### src/rtl/carrier_bank.sv
module carrier_bank #(
  parameter int W = 8
) (
  input  logic           clk,
  input  logic           rst,
  input  logic           en,
  input  logic [W-1:0]   peak,
  output logic [4*W-1:0] carrier_o,
  output logic [3:0]     zero_o,
  output logic           irq_o
);
  localparam int NC = 4;

  logic [W-1:0] cnt [NC];
  logic [W-1:0] nxt [NC];
  logic [NC-1:0] rising;
  logic [W-1:0] pk;
  logic [W-1:0] half;
  logic         wrap;

  assign half = pk >> 1;
  assign wrap = en && (cnt[0] == W'(1)) && !rising[0];

  for (genvar k = 0; k < NC; k++) begin : g_lane
    assign nxt[k] = rising[k] ? cnt[k] + 1'b1 : cnt[k] - 1'b1;
    assign carrier_o[k*W +: W] = cnt[k];
  end

  always_ff @(posedge clk) begin
    if (rst || wrap) begin
      pk        <= peak;
      cnt[0]    <= '0;
      cnt[1]    <= peak >> 1;
      cnt[2]    <= peak;
      cnt[3]    <= peak >> 1;
      rising    <= 4'b0011;
      zero_o    <= rst ? 4'b0000 : 4'b0001;
      irq_o     <= !rst;
    end else if (en) begin
      for (int k = 0; k < NC; k++) begin
        cnt[k] <= nxt[k];
        if (rising[k] && nxt[k] == pk) rising[k] <= 1'b0;
        if (!rising[k] && nxt[k] == '0) rising[k] <= 1'b1;
        zero_o[k] <= (nxt[k] == '0);
      end
      irq_o <= (nxt[0] == pk) || (nxt[0] == half) || (nxt[0] == '0);
    end else begin
      zero_o <= '0;
      irq_o  <= 1'b0;
    end
  end
endmodule

### config.mk
export PLATFORM = sky130hd
export DESIGN_NAME = carrier_bank
export DESIGN_NICKNAME = d
export VERILOG_FILES = /design/src/rtl/carrier_bank.sv
export SDC_FILE = /design/constraint.sdc
export NUM_CORES = 1
export LEC_CHECK = 0
export ABC_AREA = 1
export CAP_MARGIN = 20
export CORE_MARGIN = 2
export CORE_UTILIZATION = 57
export CTS_CLUSTER_SIZE = 20
export DETAILED_ROUTE_END_ITERATION = 10
export HOLD_SLACK_MARGIN = 0.12
export PLACE_DENSITY = 0.77
export SLEW_MARGIN = 20
export SYNTH_ARGS = -nofsm -noshare
export SYNTH_HDL_FRONTEND = slang
export SYNTH_SLANG_ARGS = --single-unit
### constraint.sdc
create_clock -name clk -period 3.01 [get_ports clk]
set_input_delay 0.602 -clock clk [delete_from_list [all_inputs] [get_ports clk]]
set_output_delay 0.602 -clock clk [all_outputs]
set_load 0.01 [all_outputs]
# == Word-level counts from Yosys, hierarchy flattened ==
# Memory sizes are Yosys's and may differ from the RTL's.
# Cells that the tools add are included.
# totals
reg_bits,17
ram_bits,32
in_bits,11
out_inout_bits,37
word_cells,82
memories,1
# memory_table
name,depth,word_bits,read_ports,rd_clocked_by_memory_dff,wr,line,rtl
cnt,4,8,4,0,4,14,logic [W-1:0] cnt [NC];
# classes
add_sub_neg,8
n_eq_ne,6
mux,26
n_bitwise,4
n_reduce_logical,30
# ops
cell,count
$mux W8,8
$add A8 B1 Y8 const B,4
$eq A8 B8 Y1,4
$logic_not A8 Y1,4
$sub A8 B1 Y8 const B,4
$mux W1,16
$logic_and A1 B1 Y1,10
$eq A8 B1 Y1 const B,1
$eq A8 B7 Y1,1
$mux W4,2
$reduce_and A2 Y1,4
$reduce_bool A2 Y1,4
$logic_not A1 Y1,5
$or A1 B1 Y1,4
$logic_or A1 B1 Y1,3

# == Depth between registers and ports, before layout ==
# An unclocked memory read counts as a cell.
# depth
word_depth,8
ltp_mapped,17

# == Worst setup path after synthesis ==
# Ideal clock, no wire load.
# synth_path
kind,reg2reg
startpoint,memory cnt[0][1]
endpoint,memory cnt[0][0] (enable)
setup_ps,389
arrival_ps,1995
required_time_ps,2621
setup_slack_ps,625
stages_incl_launch_ff,9
path_buffers,0
period_less_slack_ps,2385
path_cell_list,edfxtp_1 -> inv_1 -> ha_1 -> nand3_1 -> nor3_2 -> nand3_2 -> nand2_4 -> inv_1 -> nand2_1
# synth_rtl
element,line
start: declaration,14

==> run_results.csv <==
group,metric,value,unit
pwr,leakagePower,2.31,nW
yosys,synth_ff_type,"edfxtp_1",
floorplan,dieArea,0.00763,mm^2
place,gp_congestion,0.983,
yosys,yosysWarnings,0,
floorplan,rows,30,
clock_network,cts_root_buf,"clkbuf_8",
yosys,synth_compound_area_share,5.15,%
floorplan,core-area,0.00676,mm^2
clock_network,cts_tree,"yes",
layout,nets,637,
hold_path,min_to,"rising[2]$_SDFFE_PP0P_",
timing,rsz0062_at_grt,"false",
clock_network,clock_path_buffers,2,
global_routing,gr-usage-met2,51.9,%
drt,detail_route.first_pass.iterations,5,
critical_path,reg2reg_depth,9,
outcome,status,"completed",
critical_path,critPathCaptureType,"flop",
layout,diodes,0,
clock_network,postCtsSetupBuffers,0,
yosys,synth_top_family_by_area,"simple AND/OR/NAND/NOR gates",
critical_path,cp-start-kind,"flop",
drt,ant_nets,0,
yosys,synth_xor_area_share,3.67,%
global_routing,grt-busiest-layer,"met2",
global_routing,met1_usage,41.0,%
global_routing,grt_pass1_vias,3598,
place,dp_cells,672,
drt,wl_per_cell,16.7,um
yosys,ys_seq_area_share,34.9,%
floorplan,die_w,87.4,um
timing,slew_headroom,62.5,%
clock_network,clock_latency,0.31,ns
hold_path,hp-class,"flop to flop",
global_routing,grt.met3_usage,4.17,%
layout,fillers,603,
drt,wirelength,11.4,mm
drt,via_count,3842,
drt,via_per_inst,5.65,
pwr,max-vdd-ir-drop,0.235,mV
clock_network,cts-resized-gates,0,
critical_path,worstReg2RegEnd,"cnt[2][6]$_DFFE_PP_",
layout,fin_util,68.4,%
layout,layout-drive-gt1-share,8.17,%
yosys,synth_nets,587,
yosys,synth_top_area_cell,"edfxtp_1",
hold_path,min_path_cells,4,
layout,area_delta_synth_final,16.8,%
global_routing,antenna_found_initial,0,
floorplan,pin_count,48,
pwr,net-switching-power,703,uW
hold_path,worstHoldStart,"rising[2]$_SDFFE_PP0P_",
pwr,switching_share,35.0,%
yosys,syn_area,0.00396,mm^2
timing,fmax,418,MHz
yosys,synth-seq-cells,49,
clock_network,cts_buffers,5,
yosys,synth_mux_area_share,0,%
yosys,synth_enable_flop_cells,40,
timing,setup_viol,0,
place,dp_hpwl,8.91,mm
timing,finClkSkew,0.00806,ns
global_routing,grt_pass1_wl,17.9,mm
yosys,async_flop_share,0,%
timing,fin_setup_tns,0,ns
layout,final_cells,680,
pwr,power_per_cell_area,434,mW/mm^2
pwr,total_power,2.01,mW
clock_network,htree_num_levels,2,
global_routing,gr-total-overflow,0,
pwr,clkPwrFrac,24.3,%
pwr,p_comb_share,31.9,%
pwr,pwr-share-seq,43.7,%
yosys,yosys.area.top_type_share,30.3,%
timing,maxSlewViolCount,0,
yosys,synth_fa_ha_area_share,9.10,%
drt,drt-initial-drc-count,289,
timing,final_hold_viol_count,0,
clock_network,path_clk_slew,0.09,ns
layout,stdcell_area,0.00462,mm^2
yosys,ys_types,34,
floorplan,die_y,87.4,um
critical_path,regToRegStartpoint,"cnt[0][0]$_SDFFCE_PN0P_",
critical_path,critPathKind,"flop to flop",
yosys,synth.avg_cell_area,7.21,um^2
yosys,synthSimpleGateAreaFrac,38.8,%
global_routing,grt_max_degree,37,
critical_path,cp_max_fo,36,
pwr,p_int,1.30,mW
yosys,synthTopCellsByArea,"edfxtp_1, nand2_1, nand3_1",
critical_path,ff2ff_setup_slack,0.62,ns
timing,finalCriticalPeriod,2.39,ns
job,maxCapViolCount,0,
clock_network,numClockSinks,49,
global_routing,grtUsageTotal,31.2,%
critical_path,cp.required,3.16,ns
floorplan,initial_core_util,58.6,%
place,port_buffers,47,
timing,tightest_slew,0.561,ns
yosys,synth_cells,549,
timing,fin_crit_sh,79.5,%
clock_network,hold_buffers,0,
drt,drc_errors,0,
place,place_area,0.00451,mm^2
critical_path,crit_arrival,2.55,ns
-- cell usage in the layout, fill, tap and decap left out, types with 2 or more instances in the layout --
cell / instances
a21oi_1: 17
and3_1: 2
buf_4: 3
clkbuf_8: 5
clkdlybuf4s50_1: 47
dfxtp_1: 9
edfxtp_1: 40
fa_1: 3
ha_1: 24
inv_1: 75
inv_2: 3
nand2_1: 170
nand2_2: 11
nand2_4: 4
nand3_1: 66
nand3_2: 8
nand3b_1: 4
nand4_1: 8
nor2_1: 45
nor2_2: 7
nor3_1: 2
o21ai_0: 15
o21ai_1: 4
or2_2: 2
xor2_1: 13
-- cell families (layout without fill, tap and decap cells) --
logic type	count (synthesis)	after routing
adder cells (fa/ha/maj)	27	27
XOR/XNOR	15	15
flip-flops	49	49
AND/OR/NAND/NOR	334	334
buffers and inverters	85	136
AO/OA/AOI/OAI	39	39
-- Yosys cell counts, types with 3 or more instances --
| cell type | n |
|---|---|
| a21oi_1 | 17 |
| buf_2 | 5 |
| dfxtp_1 | 9 |
| edfxtp_1 | 40 |
| fa_1 | 3 |
| ha_1 | 24 |
| inv_1 | 75 |
| inv_2 | 3 |
| nand2_1 | 170 |
| nand2_2 | 11 |
| nand2_4 | 4 |
| nand3_1 | 66 |
| nand3_2 | 8 |
| nand3b_1 | 4 |
| nand4_1 | 8 |
| nor2_1 | 45 |
| nor2_2 | 7 |
| o21ai_0 | 15 |
| o21ai_1 | 4 |
| xor2_1 | 13 |
-- state kept, by name (all words and copies together) (netlist names) --
signal and cells:
irq_o 1, rising 4, zero_o 4, pk 8
cnt 32
-- worst max path at each step --
stage / from / to / cells past startpoint
global route: cnt[0][0]$_SDFFCE_PN0P_ / cnt[2][1]$_DFFE_PP_ / 9
detailed placement: en / cnt[3][2]$_DFFE_PP_ / 9
global placement: en / cnt[2][3]$_DFFE_PP_ / 8
floorplan: cnt[0][1]$_SDFFCE_PN0P_ / cnt[0][0]$_SDFFCE_PN0P_ / 8
finish: cnt[0][0]$_SDFFCE_PN0P_ / cnt[2][6]$_DFFE_PP_ / 9
CTS: cnt[0][0]$_SDFFCE_PN0P_ / cnt[3][2]$_DFFE_PP_ / 9
-- metrics by stage --
| stage | worst slack, ns | hold slack [ns] |
|---|---|---|
| 6_report | 0.618 | 0.678 |
| 5_1_grt | 0.380 | 0.739 |
| 4_1_cts | 0.637 | 0.685 |
| 3_5_place_dp | 0.359 | 0.671 |
| 3_3_place_gp | 0.497 | 0.718 |
| 2_1_floorplan | 0.625 | 0.563 |
-- worst max-delay path, cell delays in order (launching register included) --
cell      delay (ns)
edfxtp_1        0.61
ha_1            0.22
nand3_1         0.09
nor3_2          0.13
nand3_2         0.12
nand2_4         0.19
nor2_4          0.09
inv_2           0.43
nand2_1         0.19
o21ai_1         0.15
-- routing by layer --
layer	share of wire, %	vias to the layer above	routed length [um]
li1	-	1875	-
met1	42	1789	4740
met2	47	147	5390
met3	6.9	31	789
met4	3.8	0	432
met5	0	-	0
-- power by group through the flow --
stage / sequential, mW / combinational, mW / clock [mW]
global placement: 0.889 / 0.614 / 0
CTS: 0.874 / 0.635 / 0.489
detailed placement: 0.889 / 0.630 / 0
floorplan: 0.871 / 0.408 / 0
global route: 0.881 / 0.716 / 0.515
finish: 0.877 / 0.641 / 0.489
-- final cells by class --
| cell class | instances | area (um^2) | share of cell area, % |
|---|---|---|---|
| inverter | 78 | 293 | 6.33 |
| clock inverter | 2 | 38.8 | 0.839 |
| clock buffer | 6 | 72.6 | 1.57 |
| multi-input combinational | 415 | 2250 | 48.6 |
| tap | 80 | 100 | 2.16 |
| sequential | 49 | 1380 | 29.9 |
| timing repair buffer | 50 | 493 | 10.7 |
(Power assumes the default switching activity.)
